==> src/rtl/rptr_pkg.sv <==
package rptr_pkg;

    typedef enum logic [1:0] {
        PATH_NORM = 2'b00,
        PATH_SER  = 2'b01,
        PATH_RET  = 2'b10
    } path_e;

    // Reserved field code 11 maps onto the normal path.
    function automatic path_e field_to_path(input logic [1:0] field);
        case (field)
            2'b01:   return PATH_SER;
            2'b10:   return PATH_RET;
            default: return PATH_NORM;
        endcase
    endfunction

endpackage

==> src/rtl/rptr_modes.sv <==
module rptr_modes #(
    parameter int NUM_CH = 6,
    parameter int AW     = 3
) (
    input  logic                  clk_i,
    input  logic                  rst_ni,
    input  logic                  we_i,
    input  logic [AW-1:0]         addr_i,
    input  logic [1:0]            wdata_i,
    output logic [2*NUM_CH-1:0]   fields_o
);

    logic [2*NUM_CH-1:0] fields_d, fields_q;

    always_comb begin
        fields_d = fields_q;
        for (int c = 0; c < NUM_CH; c++) begin
            if (we_i && (addr_i == AW'(c))) begin
                fields_d[2*c +: 2] = wdata_i;
            end
        end
    end

    always_ff @(posedge clk_i) begin
        if (!rst_ni) begin
            fields_q <= '0;
        end else begin
            fields_q <= fields_d;
        end
    end

    assign fields_o = fields_q;

endmodule

==> src/rtl/rptr_lane.sv <==
module rptr_lane
    import rptr_pkg::*;
#(
    parameter int              CG_W   = 10,
    parameter logic [CG_W-1:0] IDLE_K = 10'h0FA,
    parameter logic [CG_W-1:0] IDLE_D = 10'h245
) (
    input  logic            clk_i,
    input  logic            rst_ni,
    input  logic [1:0]      field_i,
    input  logic            bound_i,
    input  logic [CG_W-1:0] host_i,
    input  logic [CG_W-1:0] prx_i,
    input  logic [CG_W-1:0] pfifo_i,
    output logic [CG_W-1:0] tx_o,
    output logic            busy_o,
    output logic [1:0]      path_o
);

    typedef struct packed {
        path_e           path;
        logic            sw;
        logic [CG_W-1:0] tx;
    } lane_s;

    lane_s lane_d, lane_q;
    path_e want;

    always_comb begin
        lane_d = lane_q;
        want   = field_to_path(field_i);
        if (lane_q.sw) begin
            // second half of the idle ordered set
            lane_d.sw = 1'b0;
            lane_d.tx = IDLE_D;
        end else if (bound_i && (want != lane_q.path)) begin
            lane_d.path = want;
            lane_d.sw   = 1'b1;
            lane_d.tx   = IDLE_K;
        end else begin
            case (lane_q.path)
                PATH_SER: lane_d.tx = prx_i;
                PATH_RET: lane_d.tx = pfifo_i;
                default:  lane_d.tx = host_i;
            endcase
        end
    end

    always_ff @(posedge clk_i) begin
        if (!rst_ni) begin
            lane_q.path <= PATH_NORM;
            lane_q.sw   <= 1'b0;
            lane_q.tx   <= '0;
        end else begin
            lane_q <= lane_d;
        end
    end

    assign tx_o   = lane_q.tx;
    assign busy_o = lane_q.sw;
    assign path_o = lane_q.path;

endmodule

==> src/rtl/rptr_router.sv <==
module rptr_router #(
    parameter int                NUM_CH = 6,
    parameter int                CG_W   = 10,
    parameter logic [CG_W-1:0]   IDLE_K = 10'h0FA,
    parameter logic [CG_W-1:0]   IDLE_D = 10'h245,
    localparam int               AW     = (NUM_CH > 1) ? $clog2(NUM_CH) : 1,
    localparam int               BUS_W  = NUM_CH * CG_W
) (
    input  logic                  clk_i,
    input  logic                  rst_ni,
    input  logic                  cg_bound_i,
    input  logic [BUS_W-1:0]      rx_data_i,
    input  logic [BUS_W-1:0]      fifo_data_i,
    input  logic [BUS_W-1:0]      host_data_i,
    input  logic                  cfg_we_i,
    input  logic [AW-1:0]         cfg_addr_i,
    input  logic [1:0]            cfg_wdata_i,
    output logic [2*NUM_CH-1:0]   cfg_rdata_o,
    output logic [BUS_W-1:0]      tx_data_o
);

    logic [2*NUM_CH-1:0] fields;
    logic [NUM_CH-1:0]   sw_busy;
    logic [2*NUM_CH-1:0] path_w;

    rptr_modes #(
        .NUM_CH (NUM_CH),
        .AW     (AW)
    ) i_modes (
        .clk_i    (clk_i),
        .rst_ni   (rst_ni),
        .we_i     (cfg_we_i),
        .addr_i   (cfg_addr_i),
        .wdata_i  (cfg_wdata_i),
        .fields_o (fields)
    );

    for (genvar c = 0; c < NUM_CH; c++) begin : g_lane
        localparam int P = c ^ 1;   // fixed pair partner
        rptr_lane #(
            .CG_W   (CG_W),
            .IDLE_K (IDLE_K),
            .IDLE_D (IDLE_D)
        ) i_lane (
            .clk_i   (clk_i),
            .rst_ni  (rst_ni),
            .field_i (fields[2*c +: 2]),
            .bound_i (cg_bound_i),
            .host_i  (host_data_i[c*CG_W +: CG_W]),
            .prx_i   (rx_data_i[P*CG_W +: CG_W]),
            .pfifo_i (fifo_data_i[P*CG_W +: CG_W]),
            .tx_o    (tx_data_o[c*CG_W +: CG_W]),
            .busy_o  (sw_busy[c]),
            .path_o  (path_w[2*c +: 2])
        );
    end

    assign cfg_rdata_o = fields;

endmodule

==> config.mk <==
export PLATFORM = sky130hd
export DESIGN_NAME = rptr_router
export DESIGN_NICKNAME = d
export VERILOG_FILES = /design/src/rtl/rptr_pkg.sv /design/src/rtl/rptr_modes.sv /design/src/rtl/rptr_lane.sv /design/src/rtl/rptr_router.sv
export SDC_FILE = /design/constraint.sdc
export NUM_CORES = 1
export LEC_CHECK = 0
export ABC_AREA = 1
export BUFFER_PORTS_ARGS = -buffer_cell sky130_fd_sc_hd__buf_2
export CAP_MARGIN = 10
export CORE_MARGIN = 4
export CORE_UTILIZATION = 45
export DETAILED_ROUTE_END_ITERATION = 8
export PLACE_DENSITY = 0.91
export RECOVER_POWER = 100
export SYNTH_ARGS = -nofsm -noshare
export SYNTH_HDL_FRONTEND = slang
export SYNTH_SLANG_ARGS = --single-unit
==> constraint.sdc <==
create_clock -name clk_i -period 2.1 [get_ports clk_i]
set_input_delay 0.63 -clock clk_i [delete_from_list [all_inputs] [get_ports clk_i]]
set_output_delay 0.63 -clock clk_i [all_outputs]
set_load 0.01 [all_outputs]
### Word-level counts from Yosys, hierarchy flattened

Cells that the tools add are included.

* eq/ne operators: 35
* multiplexer cells: 30
* bitwise operators: 7
* reductions and logical operators: 31

Operators with widths (number)
* two-way mux 10 bit: 12
* one-hot mux 10 bit (2 select lines): 6
* == test 2 x 1 -> 1 bit (second input constant): 12
* == test 2 bit (second input constant): 12
* one-hot mux 2 bit (2 select lines): 6
* OR reduction 3 bit: 6
* logical AND 1 bit: 12
* inequality test 2 bit: 6
* AND reduction 2 bit: 6
* OR reduction 2 bit: 6
* inverter 1 bit: 7
* == test 3 x 2 -> 1 bit (second input constant): 2
* == test 3 bit (second input constant): 2
* two-way mux 1 bit: 6
* == test 3 x 1 -> 1 bit (second input constant): 1
* zero test 3 bit: 1

* register bits after elaboration: 90
* input port bits: 189
* output and inout bits: 72
* word-level logic and storage cells: 139

### Logic depth before layout (Yosys ltp)

Gate-level depths: netlist of the first run.

* word-level depth: 6
* gate-level depth with buffers: 9
* gate-level depth less buffers: 9

### By module

Synthesis of the first run repeated with hierarchy kept, for this count alone.

* cell total of the unflattened synthesis: 667
* area total of the unflattened synthesis: 4893.4 um2

By module, submodules not included
* rptr_lane: instances 6, cells each 97, area an instance 725.7 um2, sequential area each 260.2 um2
* rptr_modes: instances 1, cells each 85, area an instance 539.3 um2, sequential area each 240.2 um2

### Worst setup path before layout of the first run

OpenSTA, ideal clock, no wires.

* kind: flip-flop to flip-flop
* from: reg g_lane[0].i_lane.lane_q, in the netlist g_lane[0].i_lane.path_o[0]
* to: reg g_lane[0].i_lane.lane_q, in the netlist g_lane[0].i_lane.tx_o[7]
* setup time: 124 ps
* arrival: 1251 ps
* required time: 1976 ps
* slack: 725 ps
* stages on the path, launching flop included: 7
* buffers on the path: 2
* clock period less this slack: 1375 ps
* cell sequence: dfxtp_1 -> inv_1 -> ha_1 -> buf_2 -> buf_2 -> a221oi_1 -> o21ai_0

* longest elaborated chain between the ends: 3
* elaborated cells between the ends (all ways): 6
* those cells by class: eq/ne (3); mux (2); reduce/logical (1)

RTL lines
* from (decl): line rptr_lane.sv:26 `lane_s lane_d, lane_q;`
* from (signal assigned): line rptr_lane.sv:55 `lane_q <= lane_d;`
* == test 2 bit (tied with other cells): line rptr_lane.sv:41 `case (lane_q.path)`
* one-hot mux 10 bit (2 select lines) / logical AND 1 bit (equally long branches): line rptr_lane.sv:41, rptr_lane.sv:36
* two-way mux 10 bit (*): line rptr_lane.sv:36 `end else if (bound_i && (want != lane_q.path)) begin`

Mark *: on every way between the ends. The rest lies on a longest branch, timed or not.
A chain may end at the register's enable or synchronous reset.

### Final worst setup path of the first run

* from: reg g_lane[1].i_lane.lane_q, in the netlist g_lane[1].i_lane.path_o[0]
* to: reg g_lane[1].i_lane.lane_q, in the netlist g_lane[1].i_lane.tx_o[2]

* longest elaborated chain between the ends: 4
* elaborated cells between the ends (all ways): 7
* those cells by class: eq/ne (3); mux (3); reduce/logical (1)

RTL lines
* from (decl): line rptr_lane.sv:26
* from (signal assigned): line rptr_lane.sv:55
* == test 2 bit (tied with other cells): line rptr_lane.sv:41
* one-hot mux 10 bit (2 select lines) / logical AND 1 bit (equally long branches): line rptr_lane.sv:41, rptr_lane.sv:36
* two-way mux 10 bit (*): line rptr_lane.sv:36
* two-way mux 10 bit (*): line rptr_lane.sv:32 `if (lane_q.sw) begin`

Marked as above.

==> results of run 1 <==
[worst max-delay path, cell delays in order, from the launching register on]
cell,delay (ns)
dfxtp_1,0.38
inv_1,0.08
ha_1,0.62
a21oi_1,0.11
a21oi_1,0.15
nand2_1,0.06
nand3_1,0.09
inv_1,0.05
[cells in the mapped netlist (all sizes together)]
library cell  instances
nand2               216
a21oi               153
dfxtp                90
inv                  73
nand3                59
buf                  30
o21ai                22
nor2                 21
ha                   12
a21boi                5
nor3                  5
nand4                 2
a221oi                1
clkbuf                1
o211ai                1
[per-stage QoR]
| step | cells | setup WS (ns) | instance area [sq um] | power (W) | utilization [%] |
|---|---|---|---|---|---|
| after floorplan | 691 | 0.725 | 4570 | 0.00211 | - |
| after global placement | 1056 | 0.514 | 5900 | 0.00241 | 60.1 |
| after detailed placement | 1056 | 0.460 | 5900 | 0.00243 | 60.1 |
| after CTS | 1072 | 0.439 | 6090 | 0.00349 | 62.0 |
| after global routing | 1072 | 0.269 | 5990 | 0.00359 | 61.0 |
| final | 1072 | 0.464 | 5990 | 0.00342 | 61.0 |
[routing by layer]
| metal | up-vias | share of wire (%) |
|---|---|---|
| li1 | 2723 | - |
| met1 | 2346 | 40 |
| met2 | 180 | 51 |
| met3 | 9 | 7.9 |
| met4 | 0 | 0.71 |
| met5 | - | 0 |
[final cells by class]
type	count	area [sq um]
timing repair buffer	263	1230
sequential	90	1800
clock buffer	11	141
multi-input combinational	497	2340
fill	995	3830
inverter	73	274
clock inverter	5	40.0
tap	133	166
[placed cells by master (no fill, tap or decap)]
master      synthesis  layout
a21oi_1           153     153
nand4_1             2       2
clkbuf_2            0       1
clkbuf_8            0      10
a21boi_1            4       4
nor2_2              5       5
o211ai_1            1       1
o21ai_0            21      21
clkinvlp_4          0       3
nor3_1              4       4
clkbuf_1            1      77
nor3_2              1       1
clkinv_4            0       2
o21ai_1             1       1
nor2_4              1       1
buf_4               0       2
a221oi_1            1       1
inv_1              71      71
buf_2              27     184
dfxtp_1            90      90
nand3_2             1       1
nor2_1             15      15
a21boi_2            1       1
ha_1               12      12
inv_2               2       2
nand2_1           215     216
nand3_1            58      58
[kinds of logic (layout without fill, tap and decap cells)]
logic type      after synthesis  in the layout  share of synthesized area, %
flops                        90             90                          39.4
fa+ha+maj                    12             12                          3.28
compound gates              182            182                          20.4
buf+inv                     104            352                          9.44
simple gates                303            303                          27.4
[state kept, by name, indices dropped and copies added (netlist names)]
register,cells
i_modes.fields_o,12
g_lane.i_lane.path_o,12
g_lane.i_lane.tx_o,60
g_lane.i_lane.busy_o,6
[final timing paths]
kind	cells after the start	end	from	slack, ns
hold / removal	2	g_lane[1].i_lane.path_o[0]	g_lane[1].i_lane.path_o[0]	0.51
hold reg to reg	2	g_lane[1].i_lane.path_o[0]	g_lane[1].i_lane.path_o[0]	0.51
setup / recovery	7	g_lane[1].i_lane.tx_o[2]	g_lane[1].i_lane.path_o[0]	0.46
setup reg to reg	7	g_lane[1].i_lane.tx_o[2]	g_lane[1].i_lane.path_o[0]	0.46
[power groups by stage]
stage | registers (W) | logic [W] | clock network, W
6_report | 0.00183 | 0.000534 | 0.00106
5_1_grt | 0.00184 | 0.000598 | 0.00116
4_1_cts | 0.00183 | 0.000562 | 0.00110
3_5_place_dp | 0.00187 | 0.000560 | 0
3_3_place_gp | 0.00186 | 0.000551 | 0
2_1_floorplan | 0.00191 | 0.000199 | 0
==> results.cfg, run 1 <==
[timing]
finalCriticalPeriod_ns = 1.64
clock.fmax_mhz = 611
hold_ws_ns = 0.509
tns_ns = 0
slew_violations = 0
setup_viol = 0
worst_slew_pin_slew_ns = 0.832
rsz0062_at_grt = no
hold_viol = 0
max-slew-margin-rel_pct = 44.5
skew_ns = 0.00956
period_share_pct = 77.9

[clock_network]
clock_latency_ns = 0.34
post-cts-setup-buffer-count = 0
clkTransAtPathRegs_ns = 0.09
cts_resized = 0
cts_made_buffers = 9
htreeDepth = 3
cts_hold_buf = 0
clock_sinks = 90
clockRootBuffer = clkbuf_8
cts_tree = done
cts_buffer_depth = 2

[logic_synthesis]
ys_warn_count = 0
synth_area_per_cell_sq_um = 6.62
synthCells = 691
syn_nets = 892
ys_seq_elements = 90
synth_area_leader_cell = dfxtp_1
seq_area_frac_synth_pct = 39.4
synthTopCellsByArea = dfxtp_1 (39%), nand2_1 (18%), a21oi_1 (17%)
syn_area_sq_um = 4570
synth_top_area_share_pct = 39.4
synth_cell_type_count = 25

[die]
io_pins = 261
fp-row-count = 36
start_util_pct = 46.6
fp.dieW_um = 109
die_h_um = 109
die_area_sq_um = 11800
core_area_sq_um = 9820

[placement]
port_buffers = 260
place_hpwl_um = 11000
gp_congestion = 0.849

[finish]
syn_to_final_growth_pct = 30.9
drive_gt1_share_pct = 22.7
diodes = 0
nets = 1135

[route]
remaining_drc_errors = 0
via_count = 5258
drt-total-wl_um = 13700
wl_per_cell_um = 12.8
ant_nets = 0
drt_iter0_markers = 255
first_pass_iters = 4
vias_per_cell = 4.90

[global_routing]
top_usage_layer = met2
grt_max_degree = 40
grt_use_met2_pct = 41.6
met3_usage_pct = 5.92
antenna_found_initial = 0
first_global_vias = 4749
use_met1_pct = 23.9
grt_pass1_wl_um = 20800
gr-total-overflow = 0
track_usage_pct = 21.8

[worst_setup_path]
crit_path_start_kind = flip-flop
worstPathMaxFanout = 18
cp-end-kind = flip-flop
path_class = reg -> reg
cp_data_arrival_time_ns = 1.88
critPathRequiredTime_ns = 2.34

[power_and_ir_drop]
switchingPower_w = 0.000920
combPwrFrac_pct = 15.6
cellInternalPower_w = 0.00250
p_leak_nw = 2.82
p_per_area_nw_per_um2 = 572
clock_power_share_pct = 31.0
vdd_ir_drop_max_v = 0.000493
p_sw_share_pct = 26.9
p_seq_share_pct = 53.4

[run]
cap_violations = 0

[min_path]
hold_class = reg -> reg

[outcome]
status = completed
No activity file was read; power rests on OpenSTA's default activity.
==> run 2: changes to the inputs <==
ABC_AREA = 0   (was 1)
CORE_UTILIZATION = 44   (was 45)
PLACE_DENSITY = 0.9   (was 0.91)
clock period = 1.7 ns   (was 2.1 ns; I/O delays follow)
==> run 2 against run 1 <==
  * Final area decreased by 1.2%
  * Non-clock buffer count up 3
  * Utilization decreased by 0.44 points
  * Fmax grew 5.4%
  * Sequential cell count stayed put
  * Largest cell class unchanged
  * Register-to-register slack lost 0.32 ns
  * Worst hold slack got worse by 0.074 ns
  * Count of clock-buffer cells in the layout decreased by 1
  * First-iteration DRC count shrank 20%
  * Via count is 14% lower
  * Power rose by 37%
  * Worst setup slack worse by 0.32 ns
  * Highest routed layer unchanged
==> results.cfg, run 2 <==
[power_and_ir_drop]
cellInternalPower_w = 0.00356
p_seq_share_pct = 48.2
p_per_area_nw_per_um2 = 791
clock_power_share_pct = 37.9
p_sw_share_pct = 23.9
switchingPower_w = 0.00112
combPwrFrac_pct = 14.0
vdd_ir_drop_max_v = 0.000435
p_leak_nw = 2.45

[route]
via_count = 4532
drt_iter0_markers = 203
drt-total-wl_um = 12200
wl_per_cell_um = 13.5
ant_nets = 0
vias_per_cell = 5.02
first_pass_iters = 4
remaining_drc_errors = 0

[die]
start_util_pct = 45.1
io_pins = 261
fp-row-count = 36
fp.dieW_um = 108
die_area_sq_um = 11700
core_area_sq_um = 9770
die_h_um = 108

[logic_synthesis]
synth_cell_type_count = 33
yosysMostFrequentCell = dfxtp_1
ys_warn_count = 0
seq_area_frac_synth_pct = 40.9
synthTopCellsByArea = dfxtp_1 (41%), a22oi_1 (10%), a21oi_1 (9.1%)
async_reset_ff_share_pct = 0
synth_area_per_cell_sq_um = 8.44
synth-edff-count = 0
ys_seq_elements = 90
synthCells = 522
ys_top_cells_by_count = dfxtp_1 (90), a21oi_1 (80), a22oi_1 (60), nor2_1 (54), nor2b_1 (32)
synth_area_leader_cell = dfxtp_1
synthFlopType = dfxtp_1
syn_area_sq_um = 4410
synth_top_area_share_pct = 40.9
syn_nets = 723

[timing]
skew_ns = 0.0123
slew_violations = 0
period_share_pct = 91.3
rsz0062_at_grt = no
clock.fmax_mhz = 644
setup_viol = 0
hold_viol = 0
finalCriticalPeriod_ns = 1.55
worst_slew_pin_slew_ns = 0.487
max-slew-margin-rel_pct = 67.4
tns_ns = 0

[finish]
drive_gt1_share_pct = 29.6
largest_reg_flops = 60
syn_to_final_growth_pct = 34.2
stdcell_count = 902
fill_cells = 932
final_common_cell = buf_2
final_cell_mix = buf_2 (186), dfxtp_1 (90), a21oi_1 (80), clkbuf_1 (75), a22oi_1 (60)
nets = 965
diodes = 0

[placement]
place_hpwl_um = 9520
gp_congestion = 0.869
port_buffers = 260
placedCellCount = 886

[global_routing]
grt_max_degree = 53
first_global_vias = 4182
antenna_found_initial = 0
track_usage_pct = 19.8
grt_pass1_wl_um = 18800
gr-total-overflow = 0

[worst_setup_path]
cp-end-kind = flip-flop
cp_data_arrival_time_ns = 1.79
critPathRequiredTime_ns = 1.93
crit_path_start_kind = flip-flop
worstPathMaxFanout = 11
path_class = reg -> reg

[clock_network]
clkTransAtPathRegs_ns = 0.10
cts_buffer_depth = 2
clockRootBuffer = clkbuf_8
clock_latency_ns = 0.36
htreeDepth = 3
cts_made_buffers = 9
clock_sinks = 90
cts_resized = 0
cts_tree = done
cts_hold_buf = 0
post-cts-setup-buffer-count = 0

[run]
cap_violations = 0

[outcome]
status = completed

[min_path]
hold_class = in -> reg
==> run 2: layout make-up <==
class | instances | area [sq um] | area share (%)
clock buffers | 10 | 138 | 2.33
multi-input cells | 385 | 2390 | 40.4
well taps | 133 | 166 | 2.81
repair buffers | 266 | 1260 | 21.3
inverters | 12 | 45.0 | 0.761
flip-flops and latches | 90 | 1800 | 30.5
clock inverters | 6 | 113 | 1.90
==> run 2: logic make-up (layout without fill, tap and decap cells) <==
group / Yosys count / count (layout) / synth area share [%]
AOI/OAI and AO/OA: 192 / 192 / 27.2
and+or+nand+nor: 167 / 167 / 20.7
DFF: 90 / 90 / 40.9
buffers and inverters: 47 / 294 / 4.71
adders and majority gates: 12 / 12 / 3.41
muxes: 12 / 12 / 2.73
xor gates and xnor gates: 2 / 2 / 0.398
==> run 2: worst paths after layout <==
path | start | end | slack, ns | cells after the start
worst max register to register | g_lane[4].i_lane.path_o[0] | g_lane[4].i_lane.tx_o[7] | 0.15 | 6
worst min register to register | g_lane[0].i_lane.busy_o | g_lane[0].i_lane.tx_o[6] | 0.55 | 1
worst min-delay path | host_data_i[48] | g_lane[4].i_lane.tx_o[8] | 0.43 | 3
worst max-delay path | g_lane[4].i_lane.path_o[0] | g_lane[4].i_lane.tx_o[7] | 0.15 | 6
==> run 2: metal layers <==
layer	track usage, %	vias to the layer above	share of wire [%]
li1	-	2378	-
met4	5.77	0	1.6
met2	33.9	159	48
met5	0	-	0
met1	25.2	1976	43
met3	4.18	19	7.9
==> run 2: power groups by stage <==
stage	Clock [W]	Combinational (W)	Sequential [W]
global placement	0	0.000675	0.00230
floorplan	0	0.000253	0.00236
global route	0.00191	0.000731	0.00227
detailed placement	0	0.000685	0.00230
CTS	0.00182	0.000688	0.00225
finish	0.00177	0.000654	0.00225
==> run 2: through the flow <==
stage	worst slack (ns)	util (%)	area [sq um]	hold WS, ns	power, W
2_1_floorplan	0.265	-	4410	0.478	0.00261
3_3_place_gp	0.127	59.0	5770	0.515	0.00297
3_5_place_dp	0.0611	59.0	5770	0.518	0.00299
4_1_cts	0.0518	61.6	6020	0.419	0.00476
5_1_grt	0.0209	60.5	5920	0.428	0.00490
6_report	0.148	60.5	5920	0.435	0.00468
==> run 2: critical path, stage by stage (launching register included) <==
cell     delay [ns]
dfxtp_1        0.43
inv_1          0.07
ha_1           0.43
buf_4          0.22
nor2_1         0.06
a21oi_1        0.14
a21oi_1        0.08
==> run 3: changes to the inputs <==
RECOVER_POWER = 50   (was 100)
==> run 3 against run 2 <==
  * Register-to-register slack hardly changed
  * Largest cell class unchanged
  * Final area is 0.57% higher
  * Highest routed layer unchanged
  * Non-clock buffer count stayed put
  * Sequential power is essentially flat
  * Die area is the same
  * Utilization grew 0.35 points
==> results.cfg, run 3 (same netlist as run 2, synthesis figures left out) <==
[global_routing]
grt_pass1_wl_um = 18800
antenna_found_initial = 0
first_global_vias = 4182
gr-total-overflow = 0
track_usage_pct = 19.8
grt_max_degree = 53

[route]
ant_nets = 0
drt-total-wl_um = 12200
first_pass_iters = 4
vias_per_cell = 5.03
wl_per_cell_um = 13.5
via_count = 4537
drt_iter0_markers = 236
remaining_drc_errors = 0

[outcome]
status = completed

[finish]
nets = 965
drive_gt1_share_pct = 32.0
final_common_cell = buf_2
largest_reg_flops = 60
final_cell_mix = buf_2 (201), dfxtp_1 (90), a21oi_1 (80), a22oi_1 (60), clkbuf_1 (60)
design_area_sq_um = 5950
fill_cells = 919
syn_to_final_growth_pct = 35.0
diodes = 0

[min_path]
min_path_cells = 3
min_to = g_lane[4].i_lane.tx_o[8]
hold_start = host_data_i[48]
hold_class = in -> reg

[die]
fp-row-count = 36
die_h_um = 108
fp.dieW_um = 108
core_area_sq_um = 9770
die_area_sq_um = 11700
start_util_pct = 45.1
io_pins = 261

[worst_setup_path]
r2r-start = g_lane[4].i_lane.path_o[0]
path_delay_family = flip-flops
crit_path_start_kind = flip-flop
worstPathMaxFanout = 11
max_stage_delay_ns = 0.43
path_class = reg -> reg
cp-end-kind = flip-flop
reg2reg_to = g_lane[4].i_lane.tx_o[7]
r2r_cells = 6
path_cells = inv_1, ha_1, buf_4, nor2_1, a21oi_1, a21oi_1
cp_common_cell = a21oi_1
critPathRequiredTime_ns = 1.93
cpMaxStageDelayCell = dfxtp_1
worst-r2r-setup-slack_ns = 0.15
crit_buf_inv = 2
cp_data_arrival_time_ns = 1.78

[timing]
tns_ns = 0
slew_violations = 0
skew_ns = 0.0122
period_share_pct = 91.3
finalCriticalPeriod_ns = 1.55
hold_ws_ns = 0.436
clock.fmax_mhz = 644
setup_slack_ns = 0.147
hold_viol = 0
setup_viol = 0
worst_slew_pin_slew_ns = 0.483
rsz0062_at_grt = no
max-slew-margin-rel_pct = 67.6

[power_and_ir_drop]
combPwrFrac_pct = 14.1
vdd_ir_drop_max_v = 0.000442
cellInternalPower_w = 0.00357
p_leak_nw = 2.52
p_per_area_nw_per_um2 = 788
p_sw_share_pct = 23.9
clock_power_share_pct = 37.9
p_seq_share_pct = 48.1
switchingPower_w = 0.00112

[placement]
place_hpwl_um = 9520
port_buffers = 260
post-place-ws_ns = 0.0611
gp_congestion = 0.869
place_area_sq_um = 5770

[clock_network]
clkTransAtPathRegs_ns = 0.10
clockRootBuffer = clkbuf_8
cts_made_buffers = 9
cts_buffer_depth = 2
clock_latency_ns = 0.36
htreeDepth = 3
post-cts-setup-buffer-count = 0
cts_tree = done
clock_sinks = 90

[run]
cap_violations = 0
[run 3: changes by cell type in the layout (fill, tap and decap cells not counted), sizes merged]
cell    previous run  this run
buf              191       206
clkbuf            85        70
[run 3: worst max-delay path by stage]
stage	start	to	slack (ns)	cells past startpoint
2_1_floorplan	i_modes.fields_o[11]	g_lane[5].i_lane.tx_o[8]	0.27	5
5_1_grt	g_lane[3].i_lane.path_o[0]	g_lane[3].i_lane.tx_o[4]	0.02	6
3_5_place_dp	g_lane[1].i_lane.path_o[0]	g_lane[1].i_lane.tx_o[9]	0.06	4
4_1_cts	g_lane[1].i_lane.path_o[0]	g_lane[1].i_lane.tx_o[9]	0.05	4
3_3_place_gp	cg_bound_i	g_lane[5].i_lane.tx_o[0]	0.13	3
6_report	g_lane[4].i_lane.path_o[0]	g_lane[4].i_lane.tx_o[7]	0.15	6
[run 3: area by class of cell]
class	count	area (sq um)	area share [%]
Tap cell	133	166	2.80
Sequential cell	90	1800	30.3
Timing Repair Buffer	266	1280	21.5
Multi-Input combinational cell	385	2400	40.4
Clock buffer	10	138	2.31
Clock inverter	6	113	1.89
Inverter	12	45.0	0.757
[run 3: per-stage QoR]
step / power [W] / utilization [%] / std cells
floorplan: 0.00261 / - / 522
global placement: 0.00297 / 59.0 / 886
detailed placement: 0.00299 / 59.0 / 886
CTS: 0.00476 / 61.6 / 902
global route: 0.00491 / 60.9 / 902
finish: 0.00469 / 60.9 / 902
[run 3: layer usage]
| metal | share of wire (%) | routed length (um) | vias to the layer above | GRT usage, % |
|---|---|---|---|---|
| met1 | 43 | 5210 | 1991 | 25.2 |
| met2 | 48 | 5850 | 156 | 33.9 |
| met5 | 0 | 0 | - | 0 |
| met4 | 1.5 | 178 | 0 | 5.77 |
| met3 | 7.8 | 950 | 13 | 4.18 |
| li1 | - | - | 2377 | - |
[run 3: timing repair]
action                     in CTS  in global routing
gates resized for setup         0                  3
hold buffers                    0                  0
setup endpoints to repair       0                 22
[run 3: worst register-to-register path: stages (launching register included)]
cell     delay (ns)
dfxtp_1        0.43
inv_1          0.07
ha_1           0.43
buf_4          0.22
nor2_1         0.06
a21oi_1        0.14
a21oi_1        0.08
[run 3: power by group through the flow]
stage | clock [W] | combinational (W) | sequential (W)
after CTS | 0.00182 | 0.000688 | 0.00225
after global placement | 0 | 0.000675 | 0.00230
final | 0.00178 | 0.000660 | 0.00225
after floorplan | 0 | 0.000253 | 0.00236
after global routing | 0.00191 | 0.000736 | 0.00227
after detailed placement | 0 | 0.000685 | 0.00230
